===== src/rtl/vcw_pkg.sv =====
package vcw_pkg;
    localparam int OP_W   = 16;
    localparam int PROD_W = 2 * OP_W;

    typedef struct packed {
        logic [PROD_W-1:0] product;
        logic              valid;
    } vcw_out_t;
endpackage


===== src/rtl/vcw_cell2.sv =====
module vcw_cell2 (
    input  logic [1:0] x,
    input  logic [1:0] y,
    output logic [3:0] p
);
    logic cross_lo, cross_hi, mid_c, top_v;

    always_comb begin
        cross_lo = x[1] & y[0];
        cross_hi = x[0] & y[1];
        mid_c    = cross_lo & cross_hi;
        top_v    = x[1] & y[1];
        p[0]     = x[0] & y[0];
        p[1]     = cross_lo ^ cross_hi;
        p[2]     = top_v ^ mid_c;
        p[3]     = top_v & mid_c;
    end
endmodule


===== src/rtl/vcw_combine.sv =====
module vcw_combine #(
    parameter int N = 4
) (
    input  logic [N-1:0]   ll,
    input  logic [N-1:0]   lh,
    input  logic [N-1:0]   hl,
    input  logic [N-1:0]   hh,
    output logic [2*N-1:0] p
);
    localparam int H = N / 2;

    logic [N:0]   cross_sum;
    logic [N:0]   mid_sum;
    logic         ha_s, ha_c;
    logic [H-1:0] carry_in;
    logic [H-1:0] top;

    always_comb begin
        cross_sum     = {1'b0, lh} + {1'b0, hl};
        mid_sum       = {1'b0, cross_sum[N-1:0]} + {1'b0, hh[H-1:0], ll[N-1:H]};
        ha_s          = cross_sum[N] ^ mid_sum[N];
        ha_c          = cross_sum[N] & mid_sum[N];
        carry_in      = '0;
        carry_in[1:0] = {ha_c, ha_s};
        top           = hh[N-1:H] + carry_in;
        p             = {top, mid_sum[N-1:0], ll[H-1:0]};
    end
endmodule


===== src/rtl/vcw_mul4.sv =====
module vcw_mul4 (
    input  logic [3:0] x,
    input  logic [3:0] y,
    output logic [7:0] p
);
    logic [3:0] sub [4];

    for (genvar q = 0; q < 4; q++) begin : g_quad
        vcw_cell2 u_cell (
            .x (q[1] ? x[3:2] : x[1:0]),
            .y (q[0] ? y[3:2] : y[1:0]),
            .p (sub[q])
        );
    end

    vcw_combine #(.N(4)) u_comb (
        .ll (sub[0]), .lh (sub[1]), .hl (sub[2]), .hh (sub[3]), .p (p)
    );
endmodule


===== src/rtl/vcw_mul8.sv =====
module vcw_mul8 (
    input  logic [7:0]  x,
    input  logic [7:0]  y,
    output logic [15:0] p
);
    logic [7:0] sub [4];

    for (genvar q = 0; q < 4; q++) begin : g_quad
        vcw_mul4 u_m4 (
            .x (q[1] ? x[7:4] : x[3:0]),
            .y (q[0] ? y[7:4] : y[3:0]),
            .p (sub[q])
        );
    end

    vcw_combine #(.N(8)) u_comb (
        .ll (sub[0]), .lh (sub[1]), .hl (sub[2]), .hh (sub[3]), .p (p)
    );
endmodule


===== src/rtl/vcw_mul16.sv =====
module vcw_mul16 (
    input  logic [15:0] x,
    input  logic [15:0] y,
    output logic [31:0] p
);
    logic [15:0] sub [4];

    for (genvar q = 0; q < 4; q++) begin : g_quad
        vcw_mul8 u_m8 (
            .x (q[1] ? x[15:8] : x[7:0]),
            .y (q[0] ? y[15:8] : y[7:0]),
            .p (sub[q])
        );
    end

    vcw_combine #(.N(16)) u_comb (
        .ll (sub[0]), .lh (sub[1]), .hl (sub[2]), .hh (sub[3]), .p (p)
    );
endmodule


===== src/rtl/vcw_mult_top.sv =====
module vcw_mult_top
    import vcw_pkg::*;
#(
    parameter bit REG_OUT = 1'b1
) (
    input  logic              clk,
    input  logic              rst_n,
    input  logic              in_valid,
    input  logic [OP_W-1:0]   a,
    input  logic [OP_W-1:0]   b,
    output logic [PROD_W-1:0] product,
    output logic              out_valid
);
    logic [PROD_W-1:0] raw;

    vcw_mul16 u_core (.x(a), .y(b), .p(raw));

    if (REG_OUT) begin : g_reg
        vcw_out_t st_d, st_q;

        always_comb begin
            st_d       = st_q;
            st_d.valid = in_valid;
            if (in_valid) begin
                st_d.product = raw;
            end
        end

        always_ff @(posedge clk or negedge rst_n) begin
            if (!rst_n) begin
                st_q <= '0;
            end else begin
                st_q <= st_d;
            end
        end

        assign product   = st_q.product;
        assign out_valid = st_q.valid;
    end else begin : g_comb
        assign product   = raw;
        assign out_valid = in_valid;
    end
endmodule


===== config.mk =====
export PLATFORM = sky130hd
export DESIGN_NAME = vcw_mult_top
export DESIGN_NICKNAME = d
export VERILOG_FILES = /design/src/rtl/vcw_pkg.sv /design/src/rtl/vcw_cell2.sv /design/src/rtl/vcw_combine.sv /design/src/rtl/vcw_mul4.sv /design/src/rtl/vcw_mul8.sv /design/src/rtl/vcw_mul16.sv /design/src/rtl/vcw_mult_top.sv
export SDC_FILE = /design/constraint.sdc
export NUM_CORES = 1
export LEC_CHECK = 0
export BUFFER_PORTS_ARGS = -buffer_cell sky130_fd_sc_hd__buf_4
export CORE_UTILIZATION = 30
export DETAILED_ROUTE_END_ITERATION = 8
export PLACE_DENSITY_LB_ADDON = 0.3
export SLEW_MARGIN = 20
export SYNTH_ARGS = -nofsm -noshare
export SYNTH_HDL_FRONTEND = slang
export SYNTH_HIERARCHICAL = 1
export SYNTH_SLANG_ARGS = --single-unit

===== constraint.sdc =====
create_clock -name clk -period 1.58 [get_ports clk]
set_input_delay 0.316 -clock clk [delete_from_list [all_inputs] [get_ports clk]]
set_output_delay 0.316 -clock clk [all_outputs]
set_load 0.01 [all_outputs]

## After elaboration in Yosys (flattened, before gate mapping)

Cells that the tools add are included.

- Bits of input ports: 35
- Output and inout port bits: 33
- Logic and storage cells: 619
- Register bits: 33

- Add/sub/neg operators: 63
- Bitwise operators: 554

Operators by type and width:

| kind | number |
|---|---|
| bitwise AND 1 bit | 405 |
| adder 4 x 4 -> 5 bit | 32 |
| bitwise XOR 1 bit | 149 |
| adder 8 x 8 -> 9 bit | 8 |
| adder 16 x 16 -> 17 bit | 2 |
| adder 2 bit | 16 |
| adder 4 x 2 -> 4 bit | 4 |
| adder 8 x 2 -> 8 bit | 1 |

## Longest topological paths before layout

Gate-level depths: netlist of run 1.

- Depth after elaboration: 15
- Depth in mapped cells: 38
- Gate-level depth less buffers: 38

## Cells and area by module

The synthesis of run 1 kept the hierarchy.

Modules (own cells, without submodules):

| module | times used | sequential area each (µm²) | cells each | area an instance (µm²) |
|---|---|---|---|---|
| vcw_combine (u_core.g_quad[0].u_m8.g_quad[0].u_m4.u_comb ...) | 16 | 0.0 | 28 | 295.3 |
| vcw_cell2 | 64 | 0.0 | 6 | 50.0 |
| vcw_combine (u_core.u_comb) | 1 | 0.0 | 208 | 1602.8 |
| vcw_combine (u_core.g_quad[0].u_m8.u_comb ...) | 2 | 0.0 | 92 | 737.0 |
| vcw_combine (u_core.g_quad[2].u_m8.u_comb ...) | 2 | 0.0 | 91 | 730.7 |
| vcw_mult_top | 1 | 825.8 | 69 | 1370.1 |

## Worst setup path before layout of run 1

Ideal clock, no wire load.

- Kind: input-to-reg
- Start point: input a[9]
- End point: register g_reg.st_q, in the netlist product[30]
- Stages: 37
- Setup time: 0.125 ns
- Arrival time: 7.835 ns
- Path buffers: 0
- Setup slack: -6.380 ns
- Data required time: 1.455 ns
- Cell sequence: and2_1 ha_1 ha_1 ha_1 xor2_1 ha_1 a21o_1 a21o_1 ha_1 ha_1 ha_1 or3_1 o22ai_1 xnor2_1 ha_1 a21oi_1 nand2_1 ha_1 ha_1 inv_1 fa_1 inv_1 ha_1 and4_1 a221oi_2 xnor2_1 ha_1 a21oi_1 o21ai_0 ha_1 ha_1 inv_1 fa_1 nor2_1 nand3_1 xnor2_1 mux2_4

RTL lines:

| item | RTL line | source |
|---|---|---|
| start: declaration | vcw_mult_top.sv:9 | `input logic [OP_W-1:0] a,` |
| end signal: assignment | vcw_mult_top.sv:33 | `st_q <= st_d;` |
| end: declaration | vcw_mult_top.sv:19 | `vcw_out_t st_d, st_q;` |

==> results of run 1 <==
-- how the worst min path moves through the flow --
| stage | from | to | slack [ns] |
|---|---|---|---|
| 2_1_floorplan | rst_n | out_valid$_DFF_PN0_ | 0.02 |
| 3_3_place_gp | rst_n | product[27]$_DFFE_PN0P_ | 0.28 |
| 3_5_place_dp | rst_n | product[28]$_DFFE_PN0P_ | 0.29 |
| 4_1_cts | in_valid | out_valid$_DFF_PN0_ | 0.42 |
| 5_1_grt | in_valid | out_valid$_DFF_PN0_ | 0.43 |
| 6_report | in_valid | out_valid$_DFF_PN0_ | 0.42 |
-- layout make-up --
| type | instances | area share, % |
|---|---|---|
| Multi-Input combinational cell | 1333 | 71.3 |
| Timing Repair Buffer | 455 | 19.2 |
| Sequential cell | 33 | 4.17 |
| Tap cell | 600 | 3.79 |
| Inverter | 47 | 0.892 |
| Clock buffer | 5 | 0.632 |
| Clock inverter | 3 | 0.0885 |
| Antenna cell | 1 | 0.0126 |
-- cell families (layout without fill, tap and decap cells) --
logic type      after synthesis  in the layout  synth area share [%]
simple gates                374            374                  15.6
compound gates              302            302                  15.8
buf+inv                     109            510                  4.88
flops                        33             33                  5.97
xor+xnor                    175            175                  11.1
fa+ha+maj                   450            450                  43.2
mux                          32             32                  3.42
other cells                   0              1                     0
-- registers in the layout, summed over array words and instances (netlist names) --
name       count
product       32
out_valid      1
-- layout by cell type (no fill, tap or decap), types with 5 or more instances in the layout --
cell type / instances
fa_2: 23
o21a_1: 15
buf_8: 7
o21ai_1: 6
and2_1: 221
inv_2: 8
inv_1: 39
mux2_4: 30
a21o_1: 122
buf_12: 7
dfrtp_1: 33
o21ai_0: 9
and2_4: 37
a21oi_1: 38
buf_4: 384
xor2_2: 6
xnor2_2: 16
nor2_1: 39
ha_1: 306
a21oi_2: 53
xor2_1: 52
o21ai_2: 7
nand2_1: 22
a311oi_2: 5
o31a_1: 6
ha_2: 17
fa_1: 24
clkbuf_16: 5
nand3_1: 8
nor2b_1: 14
ha_4: 80
xnor2_1: 99
buf_6: 55
-- metal layers --
layer	track usage, %	wire [um]
met3	0.615	574
met2	28.6	18600
met4	4.60	1090
met1	20.7	17400
met5	0	0
-- stage by stage --
step	setup TNS, ns	util, %	std cells	setup slack, ns	instance area (sq um)
after global routing	-133.62	43.5	2476	-6.37	19800
after global placement	-134.98	39.6	2423	-6.54	18000
after CTS	-124.30	41.5	2455	-6.19	18900
after floorplan	-114.33	-	1475	-6.08	14700
after detailed placement	-136.73	39.6	2423	-6.66	18000
final	-127.74	43.5	2477	-6.16	19800
-- timing repair --
item | in CTS | in global routing
resized for setup | 101 | 138
cloned | 1 | 0
pin swaps | 84 | 153
endpoints found under the setup margin | 30 | 29
buffers inserted | 23 | 25
hold buffers | 1 | 0
hold endpoints to repair | 29 | 0
==> impl_metrics.yaml, run 1 <==
run_status:
  status: "complete, but fails checks"
  violations: "negative setup slack"
routing:
  via_per_inst: 4.66
  ant_nets: 0
  drc: 0
  wire_per_inst_um: 15.2
  wl_um: 37700
  drtIter0Drc: 279
  num_vias: 11500
  drtPass1Iterations: 6
die:
  pin_count: 68
  row_count: 78
  start_util_pct: 30.4
  die_w_um: 217
  fp.dieArea_sq_mm: 0.0470
  die_h_um: 217
  core-area_sq_mm: 0.0455
critical_path:
  worst-r2r-cell-count: 1
  cp.buffers_inverters: 4
  reg2reg_slack_ns: 0.79
  crit_start: "b[0]"
  critical_path.slowest_cell: "fa_2"
  cp-end-kind: "flop"
  crit_end: "product[30]$_DFFE_PN0P_"
  arrival_ns: 7.91
  worst_path_largest_cell_delay_ns: 0.52
  r2r_end: "product[24]$_DFFE_PN0P_"
  reg2reg_from: "product[24]$_DFFE_PN0P_"
  cp_num_cells: 36
  path_max_fanout: 6
  critPathRequiredTime_ns: 1.75
  crit_path_frequent_cell: "ha_1"
  criticalPathCategory: "in -> reg"
  critPathTopFamily: "adder cells"
  cp-start-kind: "primary input"
job:
  maxCapViolCount: 0
worst_hold_path:
  hold_depth: 2
  holdCritPathClass: "in -> reg"
sta:
  finalSetupViolations: 30
  fin_ws_ns: -6.16
  final.min_clock_period_ns: 7.74
  drv_slew: 0
  fmax_mhz: 129
  tightest_slew_ns: 0.411
  hold_viol: 0
  skew_ns: 0
  fin_crit_sh_pct: 490
  max_slew_margin_pct: 72.4
  rsz0062_at_grt: "true"
  whs_ns: 0.419
final_layout:
  nFillCells: 4413
  nets: 2360
  multiInputGateArea_sq_mm: 0.0141
  ff_latch_area_sq_um: 826
  synthToLayoutAreaGrowth_pct: 43.0
  drive_gt1_share_pct: 42.1
placement:
  dp_hpwl_um: 32200
  io_buffers: 67
  place.gp.congestion: 0.830
synth:
  netlist_area_sq_mm: 0.0138
  synth_edf_count: 0
  ys_top_cells_by_count: "ha_1, and2_1, a21o_1"
  ys_async_sr_fraction_pct: 100
  synth_top_cell_area_share_pct: 36.4
  syn_area_per_cell_sq_um: 9.38
  synth_top_flop_cell: "dfrtp_1"
  synth.area.top_cells: "ha_1, and2_1, xnor2_1, fa_1, a21o_1"
  syn-num-nets: 1960
  synth_largest_area_cell: "ha_1"
  ys_ff_latch: 33
  synth_cells: 1475
  yosysWarningCount: 6
  ys_types: 47
  ys_seq_area_share_pct: 5.97
  post-synth-top-count-cell: "ha_1"
grt:
  grt_pass1_wl_um: 60600
  grt_max_degree: 34
  grt_use_total_pct: 15.9
  antenna_found_initial: 0
  gr-total-overflow: 0
  grt_pass1_vias: 12000
clock_tree:
  htreeDepth: 2
  cts_buffers: 5
  cts-root-buf: "clkbuf_16"
  clockBufferDepth: 2
  clock_latency_ns: 0.28
  cts.sinks: 33
  cts_tree: "built"
  clk_pin_slew_ns: 0.06
Power of run 1 is left out: the tool's default activity adds up to more than one toggle a clock period on the data nets, which glitch-free logic cannot reach.
==> inputs of run 2 (changes only) <==
- ABC_AREA: default -> 1
==> run 2 against run 1 <==
Compared with the run above: the run still ends with negative setup slack left; setup slack improved by 0.42 ns; sequential cell count did not move; global-route usage rose by 0.67 points; non-clock buffer count fell by 19; cell count rose by 41%; worst hold slack got worse by 0.039 ns; design area rose by 10%; utilization fell by 1.2 points; wire length rose by 17%.
==> impl_metrics.yaml, run 2 <==
sta:
  hold_viol: 0
  rsz0062_at_grt: "true"
  finalSetupViolations: 30
  fmax_mhz: 137
  final.min_clock_period_ns: 7.32
  whs_ns: 0.380
  drv_slew: 0
  fin_crit_sh_pct: 463
  tightest_slew_ns: 0.405
  fin_ws_ns: -5.74
  skew_ns: 0
  max_slew_margin_pct: 73.0
clock_tree:
  clock_latency_ns: 0.27
  cts_tree: "built"
  clockBufferDepth: 2
  htreeDepth: 2
  cts-root-buf: "clkbuf_16"
  clk_pin_slew_ns: 0.05
  cts_buffers: 5
  cts.sinks: 33
synth:
  syn_area_per_cell_sq_um: 6.43
  syn-num-nets: 2926
  synth_top_flop_cell: "dfrtp_1"
  ys_types: 30
  synth.area.top_cells: "ha_1, nand2_1, inv_1, fa_1, dfrtp_1"
  ys_seq_area_share_pct: 5.26
  post-synth-top-count-cell: "nand2_1"
  ys_top_cells_by_count: "nand2_1, inv_1, ha_1"
  netlist_area_sq_mm: 0.0157
  synth_top_cell_area_share_pct: 32.1
  ys_ff_latch: 33
  yosysWarningCount: 6
  synth_largest_area_cell: "ha_1"
  synth_edf_count: 0
  ys_async_sr_fraction_pct: 100
  synth_cells: 2441
die:
  core-area_sq_mm: 0.0515
  die_w_um: 231
  die_h_um: 231
  row_count: 83
  fp.dieArea_sq_mm: 0.0532
  pin_count: 68
  start_util_pct: 30.5
placement:
  place.gp.congestion: 0.887
  dp_slack_ns: -6.20
  io_buffers: 67
  place_area_sq_mm: 0.0201
  dp_hpwl_um: 37900
critical_path:
  critical_path.slowest_cell: "fa_2"
  arrival_ns: 7.48
  worst_path_largest_cell_delay_ns: 0.54
  crit_start: "a[6]"
  path_max_fanout: 4
  cp-end-kind: "flop"
  reg2reg_from: "product[24]$_DFFE_PN0P_"
  crit_path_frequent_cell: "ha_4"
  critPathRequiredTime_ns: 1.74
  cp-start-kind: "primary input"
  criticalPathCategory: "in -> reg"
worst_hold_path:
  holdCritPathClass: "in -> reg"
  min_from: "in_valid"
routing:
  num_vias: 15400
  wire_per_inst_um: 12.6
  drtPass1Iterations: 5
  drc: 0
  wl_um: 44000
  drtIter0Drc: 495
  via_per_inst: 4.41
  ant_nets: 0
run_status:
  violations: "negative setup slack"
  status: "complete, but fails checks"
final_layout:
  nets: 3306
  synthToLayoutAreaGrowth_pct: 38.8
  nFillCells: 5312
  largest_register_ffs: 32
  final_common_cell: "nand2_1"
  drive_gt1_share_pct: 29.6
  final_cell_area_sq_mm: 0.0218
  layout_common_cells: "nand2_1, inv_1, buf_4"
grt:
  grt_use_total_pct: 16.6
  grt_pass1_vias: 15300
  antenna_found_initial: 2
  grt_max_degree: 35
  gr-total-overflow: 0
  grt_pass1_wl_um: 73000
job:
  maxCapViolCount: 0
-- run 2: final cells by class --
cell class	instances	area [sq um]	share of cell area, %
repair buffers	436	3610	16.6
flip-flops and latches	33	826	3.79
diodes	1	2.50	0.0115
inverters	533	2020	9.26
clock buffers	7	143	0.655
multi-input cells	1812	14300	65.8
well taps	680	851	3.91
-- run 2: kinds of logic after synthesis --
group,Yosys count,synth area share (%)
simple gates,1140,30.1
buf+inv,596,16.1
fa+ha+maj,450,38.1
compound gates,106,3.97
flops,33,5.26
xor+xnor,116,6.47
-- run 2: critical path, delay by kind of cell --
kind / cells / cell delay (ns)
AOI/OAI and AO/OA: 4 / 0.48
adders and majority gates: 16 / 4.31
and+or+nand+nor: 23 / 1.58
buffers and inverters: 11 / 0.68
xor gates and xnor gates: 1 / 0.11
-- run 2: what timing repair did --
action / 4_1_cts / 5_1_grt
hold buffers: 1 / 0
setup endpoints to repair: 30 / 30
setup buffers: 28 / 16
pin swaps: 110 / 187
gates resized for setup: 175 / 160
hold endpoints to repair: 33 / 0
-- run 2: through the flow --
step                cells  utilization [%]  setup TNS, ns
finish               3502             42.3        -115.22
global route         3502             42.3        -122.33
floorplan            2441                -        -100.69
global placement     3462             38.9        -124.92
detailed placement   3462             38.9        -126.57
CTS                  3496             40.9        -116.56
-- run 2: worst paths after layout --
path / end / cells past startpoint / slack (ns)
max reg2reg: product[24]$_DFFE_PN0P_ / 2 / 0.95
min reg2reg: product[10]$_DFFE_PN0P_ / 2 / 0.47
min: out_valid$_DFF_PN0_ / 1 / 0.38
min in group asynchronous: product[10]$_DFFE_PN0P_ / 2 / 0.52
max: product[26]$_DFFE_PN0P_ / 55 / -5.74
max in group asynchronous: product[23]$_DFFE_PN0P_ / 2 / 0.76
-- run 2: layer usage --
| metal | share of wire (%) | track usage, % | wire [um] | vias up |
|---|---|---|---|---|
| met3 | 2.1 | 0.840 | 925 | 45 |
| met5 | 0.020 | 0 | 9 | - |
| met2 | 48 | 29.7 | 20900 | 172 |
| met4 | 2.4 | 3.99 | 1080 | 2 |
| met1 | 48 | 21.8 | 21100 | 6993 |
| li1 | - | - | - | 8234 |
Power of run 2 is left out for the same reason.
==> inputs of run 3 (changes only) <==
- CORE_ASPECT_RATIO: default -> 1.75
- MAX_ROUTING_LAYER: default -> met4
- SETUP_SLACK_MARGIN: default -> 0.2
==> run 3 against run 2 <==
Compared with the run above: the run still ends with negative setup slack left; clock skew unchanged; worst hold slack improved by 0.012 ns; count of clock-buffer cells in the layout shrank 2; register-to-register slack worse by 0.02 ns; critical endpoint unchanged; sequential share of layout area hardly changed; wire length up 5.2%; die area about the same; via count increased by 1.8%; fmax rose by 0.68%; cell count rose by 0.40%.
==> impl_metrics.yaml, run 3 (synthesized netlist as in run 2, its figures left out) <==
run_status:
  status: "complete, but fails checks"
  violations: "negative setup slack"
critical_path:
  critPathRequiredTime_ns: 1.75
  criticalPathCategory: "in -> reg"
  critPathTopFamily: "adder cells"
  cp.buffers_inverters: 10
  cp-start-kind: "primary input"
  worst_path_largest_cell_delay_ns: 0.52
  cp-end-kind: "flop"
  path_max_fanout: 5
  arrival_ns: 7.44
  reg2reg_slack_ns: 0.93
  critical_path.slowest_cell: "fa_2"
final_layout:
  synthToLayoutAreaGrowth_pct: 39.4
  nFillCells: 5244
  final_common_cell: "nand2_1"
  layout_common_cells: "nand2_1, inv_1, buf_4"
  drive_gt1_share_pct: 29.5
  nets: 3327
  final_util_pct: 42.4
  largest_register_ffs: 32
routing:
  drtIter0Drc: 407
  wl_um: 46300
  via_per_inst: 4.47
  wire_per_inst_um: 13.2
  drtPass1Iterations: 5
  ant_nets: 0
  num_vias: 15700
  drc: 0
placement:
  io_buffers: 67
  dp_hpwl_um: 40600
  place.gp.congestion: 0.902
die:
  fp.dieArea_sq_mm: 0.0533
  start_util_pct: 30.4
  row_count: 110
  die_h_um: 305
  die_w_um: 175
  pin_count: 68
  core-area_sq_mm: 0.0516
clock_tree:
  cts-root-buf: "clkbuf_16"
  clk_pin_slew_ns: 0.05
  cts_tree: "built"
  cts_buffers: 5
  clock_latency_ns: 0.28
  cts.sinks: 33
  clockBufferDepth: 2
  htreeDepth: 2
grt:
  antenna_found_initial: 1
  grt_pass1_wl_um: 75100
  gr-total-overflow: 0
  grt_pass1_vias: 16000
  grt_use_total_pct: 17.9
  grt_max_degree: 34
sta:
  fin_setup_tns_ns: -114.59
  max_slew_margin_pct: 71.9
  tightest_slew_ns: 0.422
  skew_ns: 0
  final.min_clock_period_ns: 7.27
  hold_viol: 0
  fin_crit_sh_pct: 460
  fmax_mhz: 138
  finalSetupViolations: 30
  drv_slew: 0
  rsz0062_at_grt: "true"
  fin_ws_ns: -5.69
job:
  maxCapViolCount: 0
worst_hold_path:
  holdCritPathClass: "in -> reg"
run 3: changes by cell type in the layout (fill, tap and decap cells not counted), moves of 4 or more:
cell,before,now
buf_4,369,389
ha_2,4,9
ha_4,91,87
inv_1,471,477
inv_2,58,54
nand2_1,768,773
nand3_1,102,106
nand3_4,5,1
run 3: through the flow:
stage | setup WS [ns] | hold slack (ns) | cells | area (sq um)
after floorplan | -5.49 | 0.0204 | 2441 | 16700
after global placement | -6.11 | 0.288 | 3475 | 20300
after detailed placement | -6.20 | 0.287 | 3475 | 20300
after CTS | -5.73 | 0.382 | 3503 | 21300
after global routing | -6.06 | 0.394 | 3516 | 21900
final | -5.69 | 0.392 | 3516 | 21900
run 3: worst paths after layout:
kind | startpoint | end | cells after the start
min in group asynchronous | rst_n | product[5]$_DFFE_PN0P_ | 2
max | b[2] | product[26]$_DFFE_PN0P_ | 50
min | in_valid | product[0]$_DFFE_PN0P_ | 3
min reg2reg | product[11]$_DFFE_PN0P_ | product[11]$_DFFE_PN0P_ | 2
max reg2reg | product[8]$_DFFE_PN0P_ | product[8]$_DFFE_PN0P_ | 2
max in group asynchronous | rst_n | product[19]$_DFFE_PN0P_ | 2
run 3: area by class of cell:
type | instances | area, sq um | share of cell area [%]
Clock buffer | 5 | 125 | 0.572
Antenna cell | 1 | 2.50 | 0.0114
Clock inverter | 3 | 65.1 | 0.297
Multi-Input combinational cell | 1812 | 14200 | 65.0
Inverter | 533 | 2010 | 9.19
Sequential cell | 33 | 826 | 3.77
Tap cell | 672 | 841 | 3.84
Timing Repair Buffer | 457 | 3790 | 17.3
run 3: worst register-to-register path, stage by stage (launching register included):
cell     delay, ns
dfrtp_1       0.42
nand2_2       0.08
nand2_1       0.04
run 3: metal layers:
metal | up-vias | routed length, um | global-route usage (%)
met4 | 0 | 2940 | 9.57
met5 | - | 0 | -
li1 | 8283 | - | -
met3 | 99 | 589 | 0.586
met2 | 160 | 26300 | 36.4
met1 | 7181 | 16500 | 16.2
run 3: repair_timing:
action | in CTS | in global routing
pin swaps | 100 | 95
buffers inserted | 19 | 12
resized for setup | 165 | 117
endpoints found under the setup margin | 30 | 30
hold buffers | 1 | 0
endpoints found under the hold margin | 33 | 0
Power of run 3 is left out for the same reason.
